===== config.mk =====
export PLATFORM = sky130hd
export DESIGN_NAME = core_debug_port
export DESIGN_NICKNAME = d
export VERILOG_FILES = /design/src/rtl/core_debug_pkg.sv /design/src/rtl/core_debug_ctrl.sv /design/src/rtl/core_debug_datapath.sv /design/src/rtl/core_debug_port.sv
export SDC_FILE = /design/constraint.sdc
export NUM_CORES = 1
export LEC_CHECK = 0
export BUFFER_PORTS_ARGS = -buffer_cell sky130_fd_sc_hd__buf_2
export CAP_MARGIN = 20
export CORE_AREA = 2 2 160 162
export CTS_BUF_LIST = sky130_fd_sc_hd__clkbuf_4
export DETAILED_ROUTE_END_ITERATION = 12
export DIE_AREA = 0 0 162 164
export SLEW_MARGIN = 20
export SYNTH_ARGS = -nofsm -noshare
export SYNTH_HDL_FRONTEND = slang
export SYNTH_HIERARCHICAL = 1
export SYNTH_SLANG_ARGS = --single-unit

===== constraint.sdc =====
create_clock -name clk -period 5 [get_ports clk]
set_clock_uncertainty 0.05 [all_clocks]
set_input_delay 1 -clock clk [delete_from_list [all_inputs] [get_ports clk]]
set_output_delay 1 -clock clk [all_outputs]
set_load 0.02 [all_outputs]

===== src/rtl/core_debug_pkg.sv =====
package core_debug_pkg;
  localparam int unsigned ADDR_CTRL  = 0;
  localparam int unsigned ADDR_STAT  = 1;
  localparam int unsigned ADDR_NIA   = 2;
  localparam int unsigned ADDR_MSR   = 3;
  localparam int unsigned ADDR_INDEX = 4;
  localparam int unsigned ADDR_DATA  = 5;
  localparam int unsigned ADDR_CR    = 8;
  localparam int unsigned ADDR_XER   = 9;

  localparam int unsigned CTRL_STOP_BIT = 0;
  localparam int unsigned CTRL_STEP_BIT = 3;

  typedef struct packed {
    logic accept;
    logic wrIndex;
  } dbgStrobes_t;
endpackage


===== src/rtl/core_debug_ctrl.sv =====
module core_debug_ctrl
  import core_debug_pkg::*;
#(
  parameter int ADDR_W = 4
) (
  input  logic              clk,
  input  logic              rstN,
  input  logic [ADDR_W-1:0] hostAddr,
  input  logic              hostReq,
  input  logic              hostWe,
  input  logic              stopBit,
  input  logic              stepBit,
  input  logic              coreStopped,
  output logic              hostAck,
  output logic              coreStopReq,
  output logic              coreStepPulse,
  output dbgStrobes_t       strobes
);
  logic busy;
  logic accept;
  logic ctrlWrite;

  assign accept    = hostReq && !busy;
  assign ctrlWrite = accept && hostWe && (hostAddr == ADDR_W'(ADDR_CTRL));

  assign strobes.accept  = accept;
  assign strobes.wrIndex = accept && hostWe && (hostAddr == ADDR_W'(ADDR_INDEX));

  always_ff @(posedge clk or negedge rstN) begin
    if (!rstN) begin
      busy <= 1'b0;
    end else if (accept) begin
      busy <= 1'b1;
    end else if (!hostReq) begin
      busy <= 1'b0;
    end
  end

  always_ff @(posedge clk or negedge rstN) begin
    if (!rstN) begin
      hostAck       <= 1'b0;
      coreStopReq   <= 1'b0;
      coreStepPulse <= 1'b0;
    end else begin
      hostAck       <= accept;
      coreStepPulse <= 1'b0;
      if (ctrlWrite) begin
        if (stepBit) begin
          coreStepPulse <= coreStopped;
        end else begin
          coreStopReq <= stopBit;
        end
      end
    end
  end
endmodule


===== src/rtl/core_debug_datapath.sv =====
module core_debug_datapath
  import core_debug_pkg::*;
#(
  parameter int ADDR_W = 4,
  parameter int DATA_W = 64,
  parameter int IDX_W  = 7
) (
  input  logic              clk,
  input  logic              rstN,
  input  dbgStrobes_t       strobes,
  input  logic [ADDR_W-1:0] hostAddr,
  input  logic              hostWe,
  input  logic [IDX_W-1:0]  indexIn,
  input  logic              coreStopped,
  input  logic [DATA_W-1:0] coreNia,
  input  logic [DATA_W-1:0] coreMsr,
  input  logic [DATA_W-1:0] coreCr,
  input  logic [4:0]        xerFlags,
  input  logic [DATA_W-1:0] regData,
  output logic [IDX_W-1:0]  regIndex,
  output logic [DATA_W-1:0] hostRdata
);
  localparam int XER_W = 6;

  logic [XER_W-1:0]  xerWord;
  logic [DATA_W-1:0] rdNext;

  // flags order: {ov32, ov, ca32, ca, so}; bit 1 of the word stays zero
  assign xerWord = {xerFlags[4:2], xerFlags[1], 1'b0, xerFlags[0]};

  always_comb begin
    rdNext = '0;
    if (!hostWe) begin
      case (hostAddr)
        ADDR_W'(ADDR_STAT):  rdNext = DATA_W'({coreStopped, 1'b0});
        ADDR_W'(ADDR_NIA):   rdNext = coreNia;
        ADDR_W'(ADDR_MSR):   rdNext = coreMsr;
        ADDR_W'(ADDR_INDEX): rdNext = DATA_W'(regIndex);
        ADDR_W'(ADDR_DATA):  rdNext = regData;
        ADDR_W'(ADDR_CR):    rdNext = coreCr;
        ADDR_W'(ADDR_XER):   rdNext = DATA_W'(xerWord);
        default:             rdNext = '0;
      endcase
    end
  end

  always_ff @(posedge clk or negedge rstN) begin
    if (!rstN) begin
      regIndex  <= '0;
      hostRdata <= '0;
    end else begin
      if (strobes.wrIndex) begin
        regIndex <= indexIn;
      end
      if (strobes.accept) begin
        hostRdata <= rdNext;
      end
    end
  end
endmodule


===== src/rtl/core_debug_port.sv =====
module core_debug_port
  import core_debug_pkg::*;
#(
  parameter int ADDR_W = 4,
  parameter int DATA_W = 64,
  parameter int IDX_W  = 7
) (
  input  logic              clk,
  input  logic              rstN,
  input  logic [ADDR_W-1:0] hostAddr,
  input  logic [DATA_W-1:0] hostWdata,
  input  logic              hostReq,
  input  logic              hostWe,
  output logic              hostAck,
  output logic [DATA_W-1:0] hostRdata,
  output logic              coreStopReq,
  output logic              coreStepPulse,
  input  logic              coreStopped,
  input  logic [DATA_W-1:0] coreNia,
  input  logic [DATA_W-1:0] coreMsr,
  input  logic [DATA_W-1:0] coreCr,
  input  logic              xerSo,
  input  logic              xerCa,
  input  logic              xerCa32,
  input  logic              xerOv,
  input  logic              xerOv32,
  output logic [IDX_W-1:0]  regIndex,
  input  logic [DATA_W-1:0] regData
);
  dbgStrobes_t strobes;

  core_debug_ctrl #(.ADDR_W(ADDR_W)) u_ctrl (
    .clk           (clk),
    .rstN          (rstN),
    .hostAddr      (hostAddr),
    .hostReq       (hostReq),
    .hostWe        (hostWe),
    .stopBit       (hostWdata[CTRL_STOP_BIT]),
    .stepBit       (hostWdata[CTRL_STEP_BIT]),
    .coreStopped   (coreStopped),
    .hostAck       (hostAck),
    .coreStopReq   (coreStopReq),
    .coreStepPulse (coreStepPulse),
    .strobes       (strobes)
  );

  core_debug_datapath #(.ADDR_W(ADDR_W), .DATA_W(DATA_W), .IDX_W(IDX_W)) u_dp (
    .clk         (clk),
    .rstN        (rstN),
    .strobes     (strobes),
    .hostAddr    (hostAddr),
    .hostWe      (hostWe),
    .indexIn     (hostWdata[IDX_W-1:0]),
    .coreStopped (coreStopped),
    .coreNia     (coreNia),
    .coreMsr     (coreMsr),
    .coreCr      (coreCr),
    .xerFlags    ({xerOv32, xerOv, xerCa32, xerCa, xerSo}),
    .regData     (regData),
    .regIndex    (regIndex),
    .hostRdata   (hostRdata)
  );
endmodule


==> results of run 1 <==
[how the worst max path moves through the flow]
stage / to / slack, ns / depth (start not counted)
6_report: u_dp/hostRdata[60] / 1.96 / 5
5_1_grt: u_dp/hostRdata[60] / 1.83 / 5
4_1_cts: u_dp/hostRdata[60] / 2.03 / 5
3_5_place_dp: u_dp/hostRdata[60] / 1.52 / 5
3_3_place_gp: u_dp/hostRdata[62] / 1.56 / 5
2_1_floorplan: u_dp/hostRdata[39] / 2.71 / 8
[cell type report]
class | count | area, sq um
Timing Repair Buffer | 356 | 1805
Fill cell | 2663 | 17820
Multi-Input combinational cell | 301 | 2670
Clock buffer | 10 | 75.07
Antenna cell | 2 | 5.005
Clock inverter | 6 | 127.6
Inverter | 7 | 26.28
Sequential cell | 75 | 1877
Tap cell | 330 | 412.9
[stage by stage]
step	util	cell area, sq um	power (W)	cells
after CTS	0.2817	6990	0.001629	1085
after global routing	0.2820	6999	0.001685	1087
after global placement	0.2735	6788	0.001053	1069
after detailed placement	0.2735	6788	0.001058	1069
after floorplan	-	4862	0.0008662	430
final	0.2820	6999	0.001594	1087
[power by group]
| part | internal, W | switching [W] | leakage (nW) | total [W] |
|---|---|---|---|---|
| clock network | 0.000306 | 0.000244 | 0.106 | 0.000550 |
| registers | 0.000639 | 0.0000203 | 1.03 | 0.000659 |
| logic | 0.000182 | 0.000202 | 2.38 | 0.000384 |
[worst max-delay path, stage by stage]
cell and delay (ns):
buf_4 0.56, and2_2 0.89, buf_4 0.46, a22oi_1 0.15, o221ai_1 0.24
[state kept, by name, indices dropped and copies added, names as in the netlist]
name                  cells
u_ctrl/busy               1
u_ctrl/coreStepPulse      1
u_ctrl/coreStopReq        1
u_ctrl/hostAck            1
u_dp/hostRdata           64
u_dp/regIndex             7
[metal layers]
| layer | GRT usage | share of wire | vias to the layer above |
|---|---|---|---|
| met5 | 0 | 0.00072 | - |
| met4 | 0.04143 | 0.024 | 2 |
| met3 | 0.03662 | 0.082 | 31 |
| met2 | 0.2238 | 0.48 | 253 |
| met1 | 0.1578 | 0.42 | 2311 |
| li1 | - | - | 2321 |
[cells in the final DEF (no fill, tap or decap), types with 2 or more instances in the layout]
master and count:
o221ai_2 11, diode_2 2, nand2b_1 58, clkinv_1 2, a22o_1 2, o221ai_1 46, and2b_4 2, buf_2 348
bufinv_16 4, buf_4 7, a22oi_1 38, nand2_1 2, clkbuf_4 10, mux2i_1 68, nor2_1 2, mux2_2 14
a21oi_1 6, o22ai_1 12, dfrtp_1 75, a22oi_2 19, inv_1 7
[cells by family (layout without fill, tap and decap cells)]
family | count (synthesis) | in the layout | share of synthesized area
other | 0 | 2 | 0
muxes | 83 | 83 | 0.1755
AOI/OAI and AO/OA | 139 | 139 | 0.2596
DFF | 75 | 75 | 0.3860
buffers and inverters | 54 | 379 | 0.06717
and+or+nand+nor | 79 | 79 | 0.1117
==> flow_summary_export.csv, run 1 <==
group,metric,value,unit
sta,hold_viol,0,
global_routing,grt_max_degree,76,
clock_tree,numCtsBuffers,9,
floorplan,die_area,26570,sq um
worst_hold_path,min_to,"u_dp/hostRdata[46]",
floorplan,die_w,162,um
worst_hold_path,hp-start,"u_dp/hostRdata[46]",
floorplan,fp.dieH,164,um
worst_setup_path,cp.arrival,3.34,ns
drt,drt-total-wl,18060,um
yosys,ys_warn_count,6,
clock_tree,cts_resized,0,
worst_hold_path,hp-class,"reg -> reg",
clock_tree,clockRootBuffer,"clkbuf_4",
sta,fin_crit_sh,0.6086,
sta,finalMaxSlewViolations,0,
yosys,synth_top_cell_by_area,"dfrtp_1",
sta,min_period,3.043,ns
yosys,synth_common_cells,"dfrtp_1 (75), mux2i_1 (68), nand2b_1 (58)",
clock_tree,cts_setup_buffers,0,
placement,io_buffer_count,350,
drt,first_pass_iters,6,
yosys,synthCells,430,
drt,drt_iter0_markers,322,
pwr,max-vdd-ir-drop,0.09290,mV
drt,routed_via_density,4.524,
worst_setup_path,r2r_cells,5,
floorplan,num_rows,58,
clock_tree,clkTransAtPathRegs,0.12,ns
yosys,syn-num-nets,764,
drt,detail-route-antenna-nets,0,
floorplan,io_pins,408,
floorplan,initial_core_util,0.1959,
yosys,ys_types,40,
placement,post-place-ws,1.520,ns
sta,final.setup.tns,0,ns
yosys,synthTopCellsByArea,"dfrtp_1 (39%), mux2i_1 (14%), o221ai_1 (8.3%), nand2b_1 (7.5%), a22oi_1 (5.9%)",
yosys,syn_avg_cell_area,11.31,sq um
clock_tree,clock_latency,0.45,ns
yosys,yosysMostFrequentCell,"dfrtp_1",
yosys,ys.flop_type,"dfrtp_1",
yosys,yosysTopAreaCellShare,0.3860,
drt,vias,4918,
floorplan,coreArea,24820,sq um
worst_setup_path,r2r_slack,2.78,ns
worst_setup_path,crit_type,"in -> reg",
sta,whs,0.4546,ns
sta,finalSetupViolations,0,
worst_setup_path,cp-start-kind,"input pin",
worst_setup_path,r2r-end,"u_dp/hostRdata[35]",
yosys,async_flop_share,1.000,
pwr,leakagePower,3.509,nW
clock_tree,clk_path_buf_depth,2,
final_layout,drive_gt1_frac,0.5656,
clock_tree,tritoncts,"done",
clock_tree,hold_buffers,0,
sta,postLayoutSetupSlackWorst,1.957,ns
global_routing,gr-total-overflow,0,
worst_hold_path,hold_depth,2,
final_layout,area_growth,43.95,%
worst_setup_path,crit_path_end_kind,"register",
yosys,ys_seq_elements,75,
worst_setup_path,r2r-start,"u_ctrl/busy",
run_status,outcome,"finished clean",
drt,avgRoutedWirePerCell,16.62,um
worst_setup_path,worst_ep_required_time,5.30,ns
global_routing,antenna_found_initial,4,
clock_tree,clock_sinks,75,
sta,slew-limit-headroom,0.3639,
global_routing,grt_pass1_vias,4860,
placement,place_congestion,0.8049,
pwr,p_per_area,227.7,nW/um^2
drt,drc_errors,0,
global_routing,grt_first_pass_wirelength,26630,um
yosys,syn-cell-area,4862,sq um
yosys,synth_edf_count,0,
job,drv_cap,0,
global_routing,track_usage,0.1302,
worst_setup_path,crit_fanout,48,
worst_setup_path,startpoint,"hostAddr[0]",
clock_tree,htree_levels,3,
placement,dp_hpwl,13470,um
sta,grt_setup_unrepaired,"false",
yosys,yosysSeqAreaShare,0.3860,
sta,fmax,328.6,MHz
final_layout,final_nets,1084,
sta,worst_pin_slew,0.9541,ns
No activity file was read; power rests on OpenSTA's default activity.
==> inputs of run 2 (changes only) <==
- CORE_AREA: 2 2 160 162 -> 2 2 161 163
- DIE_AREA: 0 0 162 164 -> 0 0 163 165
- clock period: 5 -> 2.9 ns (I/O delays scaled with it)
==> run 2 against run 1 <==
Effect of this change:
- global-route usage shrank 0.23 points
- cell count is 0.46% higher
- highest routed layer is now met4
- critical path depth is the same
- combinational power is 77% higher
- register-to-register slack worse by 1.8 ns
- via count shrank 0.24%
- final area increased by 0.86%
- wire length rose by 0.33%
- clock-buffer cell count increased by 1
- first-iteration DRC count down 24%
- sequential share of layout area fell by 0.23 points
- core utilization about the same
==> flow_summary_export.csv, run 2 (same netlist as run 1, synthesis figures left out) <==
group,metric,value,unit
pwr,max-vdd-ir-drop,0.1929,mV
global_routing,grt_first_pass_wirelength,26290,um
global_routing,grt_pass1_vias,4892,
clock_tree,tritoncts,"done",
worst_setup_path,crit_path_end,"u_dp/hostRdata[35]",
clock_tree,clock_sinks,75,
floorplan,num_rows,58,
sta,fmax,518.1,MHz
clock_tree,htree_levels,3,
global_routing,track_usage,0.1279,
floorplan,io_pins,408,
drt,drt_iter0_markers,244,
drt,first_pass_iters,5,
worst_setup_path,path_cells,"and2b_2 -> nand2b_1 -> nand2b_2 -> buf_4 -> o221ai_1",
final_layout,regMostFlops,"u_dp/hostRdata",
sta,hold_viol,0,
final_layout,fillers,2671,
placement,dp_hpwl,14060,um
worst_setup_path,r2r-end,"u_dp/hostRdata[35]",
clock_tree,clk_path_buf_depth,2,
pwr,leakagePower,3.538,nW
worst_setup_path,cp-start-kind,"register",
final_layout,layout_common_cells,"buf_2 (348), dfrtp_1 (75), mux2i_1 (68)",
floorplan,initial_core_util,0.1942,
drt,drc_errors,0,
clock_tree,cts_setup_buffers,0,
final_layout,top_regs,"u_dp/hostRdata (64), u_dp/regIndex (7)",
worst_setup_path,crit_fanout,57,
clock_tree,clock_latency,0.42,ns
drt,routed_via_density,4.493,
placement,dp.cells,1074,
run_status,outcome,"finished clean",
pwr,p_per_area,378.0,nW/um^2
worst_setup_path,crit_type,"reg -> reg",
final_layout,final_nets,1090,
final_layout,final_common_cell,"buf_2",
floorplan,die_area,26900,sq um
placement,io_buffer_count,350,
worst_setup_path,cp.arrival,2.15,ns
final_layout,ff_latch_area,1877,sq um
sta,fin_crit_sh,0.6656,
sta,worst_pin_slew,0.7861,ns
final_layout,multi_input_area,2670,sq um
drt,detail-route-antenna-nets,0,
clock_tree,clockRootBuffer,"clkbuf_4",
floorplan,die_w,163,um
worst_setup_path,r2r_slack,0.97,ns
sta,whs,0.2486,ns
worst_setup_path,r2r-start,"u_ctrl/busy",
final_layout,final_cells,1092,
global_routing,grt_max_degree,59,
worst_setup_path,r2r_cells,5,
placement,place_congestion,0.8051,
global_routing,gr-total-overflow,0,
sta,slew-limit-headroom,0.4759,
drt,avgRoutedWirePerCell,16.59,um
worst_setup_path,worst_ep_required_time,3.12,ns
sta,min_period,1.930,ns
sta,finalMaxSlewViolations,0,
worst_hold_path,hp-class,"in -> reg",
sta,final.setup.tns,0,ns
final_layout,area_growth,45.19,%
sta,grt_setup_unrepaired,"false",
worst_setup_path,cp_slowest_cell,"buf_4",
drt,drt-total-wl,18120,um
clock_tree,numCtsBuffers,9,
final_layout,drive_gt1_frac,0.5690,
job,drv_cap,0,
worst_setup_path,cpPeakStageDelay,0.60,ns
floorplan,fp.dieH,165,um
worst_setup_path,startpoint,"u_ctrl/busy",
drt,vias,4906,
sta,finalSetupViolations,0,
final_layout,largest_reg_flops,64,
worst_setup_path,crit_path_end_kind,"register",
clock_tree,clkTransAtPathRegs,0.12,ns
global_routing,antenna_found_initial,1,
floorplan,coreArea,25040,sq um
run 2: how the worst min path moves through the flow:
| stage | start | end | slack (ns) | depth (start not counted) |
|---|---|---|---|---|
| floorplan | rstN | u_ctrl/busy | 0.23 | 0 |
| global placement | u_dp/hostRdata[41] | u_dp/hostRdata[41] | 0.42 | 2 |
| detailed placement | u_dp/hostRdata[40] | u_dp/hostRdata[40] | 0.43 | 2 |
| CTS | hostReq | u_ctrl/busy | 0.18 | 1 |
| global route | hostReq | u_ctrl/busy | 0.17 | 1 |
| finish | hostReq | u_ctrl/busy | 0.25 | 1 |
run 2: what timing repair did:
item                       in CTS  in global routing
hold buffers                    1                  0
setup endpoints to repair       0                  0
gates resized for setup         0                  0
hold endpoints to repair       18                  0
run 2: power by group:
part           total (W)  switching [W]  internal, W
Clock           0.000855       0.000401     0.000454
Sequential       0.00113      0.0000327      0.00110
Combinational   0.000680       0.000357     0.000323
run 2: through the flow:
stage / setup slack (ns) / utilization / instance area [sq um] / total power [W]
finish: 0.9698 / 0.2820 / 7059 / 0.002669
detailed placement: 0.5838 / 0.2741 / 6863 / 0.001840
CTS: 0.9594 / 0.2819 / 7057 / 0.002733
floorplan: 1.027 / - / 4862 / 0.001493
global route: 0.8539 / 0.2820 / 7059 / 0.002830
global placement: 0.6385 / 0.2741 / 6863 / 0.001831
run 2: worst max-delay path: cells and delay by family, from the launching register on:
family,cells,cell delay (ns)
flops,1,0.34
compound gates,1,0.25
simple gates,3,0.48
buf+inv,1,0.60
run 2: layer usage:
metal / wire, um / share of wire / GRT usage / vias to the layer above
met3: 1463 / 0.081 / 0.03692 / 18
met2: 9232 / 0.51 / 0.2336 / 233
met4: 347 / 0.019 / 0.04385 / 0
met1: 7078 / 0.39 / 0.1419 / 2321
met5: 0 / 0 / 0 / -
li1: - / - / - / 2334
run 2: cell type report:
type                            instances  area share
Antenna cell                            1   0.0003545
Clock buffer                           11     0.01170
Clock inverter                          5     0.01436
Inverter                                7    0.003722
Multi-Input combinational cell        301      0.3782
Sequential cell                        75      0.2659
Tap cell                              330     0.05849
Timing Repair Buffer                  362      0.2673
==> inputs of run 3 (changes only) <==
- clock period: 2.9 -> 2 ns (I/O delays scaled with it)
==> run 3 against run 2 <==
Effect of this change:
- wire length increased by 2.1%
- sequential power increased by 46%
- final area increased by 1.5%
- sequential cell count unchanged
- core utilization increased by 0.41 points
- critical path depth increased by 3
- clock-buffer cell count decreased by 1
- largest cell class unchanged
==> flow_summary_export.csv, run 3 (same netlist as run 1, synthesis figures left out) <==
group,metric,value,unit
run_status,outcome,"finished clean",
clock_tree,clk_path_buf_depth,2,
clock_tree,cts_setup_buffers,0,
sta,finalMaxSlewViolations,0,
floorplan,fp.dieH,165,um
worst_setup_path,cp-start-kind,"input pin",
pwr,seq_power_share,0.465,
floorplan,die_area,26900,sq um
pwr,p_per_area,494.4,nW/um^2
placement,io_buffer_count,350,
pwr,switchingPower,0.001186,W
global_routing,gr-total-overflow,0,
worst_setup_path,r2r_slack,0.30,ns
sta,finalSetupViolations,0,
floorplan,io_pins,408,
final_layout,multi_input_area,2670,sq um
worst_setup_path,crit_fanout,34,
worst_setup_path,startpoint,"hostReq",
pwr,p_int,0.002356,W
final_layout,layout_common_cells,"buf_2 (348), dfrtp_1 (75), mux2i_1 (68)",
final_layout,final_common_cell,"buf_2",
final_layout,largest_reg_flops,64,
clock_tree,clockRootBuffer,"clkbuf_4",
sta,fin_crit_sh,0.9284,
final_layout,final_nets,1099,
worst_setup_path,r2r_cells,6,
pwr,switching_share,0.3347,
clock_tree,clkTransAtPathRegs,0.14,ns
clock_tree,cts_resized,0,
global_routing,grt_first_pass_wirelength,27130,um
floorplan,coreArea,25040,sq um
clock_tree,htree_levels,3,
pwr,clock_power_share,0.250,
final_layout,finalCoreUtilization,0.2861,
global_routing,antenna_found_initial,3,
worst_setup_path,cp.arrival,2.17,ns
worst_setup_path,crit_path_end,"u_dp/hostRdata[29]",
drt,drt_iter0_markers,209,
clock_tree,clock_latency,0.44,ns
global_routing,track_usage,0.1332,
floorplan,initial_core_util,0.1942,
sta,worst_pin_slew,0.4233,ns
floorplan,die_w,163,um
worst_setup_path,r2r-end,"u_dp/hostRdata[29]",
sta,min_period,1.857,ns
clock_tree,numCtsBuffers,9,
pwr,power_frac_comb,0.285,
worst_setup_path,crit_type,"in -> reg",
final_layout,final_cells,1101,
drt,avgRoutedWirePerCell,16.80,um
worst_setup_path,r2r-start,"u_ctrl/busy",
clock_tree,tritoncts,"done",
drt,detail-route-antenna-nets,0,
sta,final.setup.tns,0,ns
final_layout,ff_latch_area,1877,sq um
placement,dp_hpwl,14400,um
final_layout,fillers,2658,
sta,hold_viol,0,
global_routing,grt_pass1_vias,4910,
final_layout,area_growth,47.32,%
clock_tree,clock_sinks,75,
placement,place_area,7023,sq um
pwr,max-vdd-ir-drop,0.1818,mV
placement,dp.cells,1082,
pwr,power,0.003542,W
worst_setup_path,crit_path_end_kind,"register",
final_layout,top_regs,"u_dp/hostRdata (64), u_dp/regIndex (7)",
drt,routed_via_density,4.443,
floorplan,num_rows,58,
drt,vias,4892,
worst_hold_path,hp-class,"in -> reg",
final_layout,drive_gt1_frac,0.5740,
sta,fmax,538.6,MHz
job,drv_cap,0,
placement,place_congestion,0.7948,
drt,first_pass_iters,4,
drt,drc_errors,0,
worst_setup_path,worst_ep_required_time,2.31,ns
sta,grt_setup_unrepaired,"false",
final_layout,fin_area,7163,sq um
global_routing,grt_max_degree,76,
pwr,leakagePower,3.589,nW
sta,slew-limit-headroom,0.7178,
drt,drt-total-wl,18500,um
final_layout,regMostFlops,"u_dp/hostRdata",
-- run 3: power by group through the flow --
stage          Sequential (W)  Combinational [W]  Clock (W)
2_1_floorplan         0.00177           0.000393          0
3_3_place_gp          0.00167            0.00101          0
3_5_place_dp          0.00168            0.00102          0
4_1_cts               0.00165            0.00102   0.000963
5_1_grt               0.00166            0.00110    0.00102
6_report              0.00165            0.00101   0.000884
-- run 3: cell type report --
class	count	share of cell area
Clock buffer	10	0.01048
Clock inverter	6	0.005939
Inverter	7	0.003668
Multi-Input combinational cell	301	0.3728
Tap cell	330	0.05764
Sequential cell	75	0.2620
Timing Repair Buffer	371	0.2872
Antenna cell	1	0.0003493
-- run 3: what timing repair did --
action,4_1_cts,5_1_grt
hold buffers,2,0
hold endpoints to repair,76,0
endpoints found under the setup margin,0,0
-- run 3: worst min-delay path by stage --
stage,startpoint,end,slack [ns],cells past startpoint
after floorplan,rstN,u_ctrl/busy,0.05,0
after global placement,rstN,u_dp/hostRdata[16],0.40,2
after detailed placement,rstN,u_dp/hostRdata[16],0.41,2
after CTS,hostWdata[6],u_dp/regIndex[6],0.07,2
after global routing,hostWdata[2],u_dp/regIndex[2],0.06,2
final,hostWdata[6],u_dp/regIndex[6],0.13,2
-- run 3: worst max-delay path, stage by stage --
cell	delay [ns]
dlygate4sd3_1	0.53
buf_2	0.11
and2b_2	0.22
nand2b_1	0.11
a211oi_2	0.23
o31ai_4	0.16
buf_12	0.21
o221ai_1	0.18
-- run 3: metrics by stage --
step | worst slack, ns | hold WS, ns
2_1_floorplan | 0.3068 | 0.05441
5_1_grt | 0.06691 | 0.06404
3_3_place_gp | 0.1389 | 0.4005
3_5_place_dp | 0.1042 | 0.4057
4_1_cts | 0.1871 | 0.06550
6_report | 0.1433 | 0.1312
-- run 3: per-layer routing --
metal | track usage | routed length (um) | up-vias
li1 | - | - | 2357
met2 | 0.2392 | 9288 | 240
met4 | 0.05350 | 469 | 4
met1 | 0.1459 | 7023 | 2262
met5 | 0 | 27 | -
met3 | 0.04194 | 1687 | 29
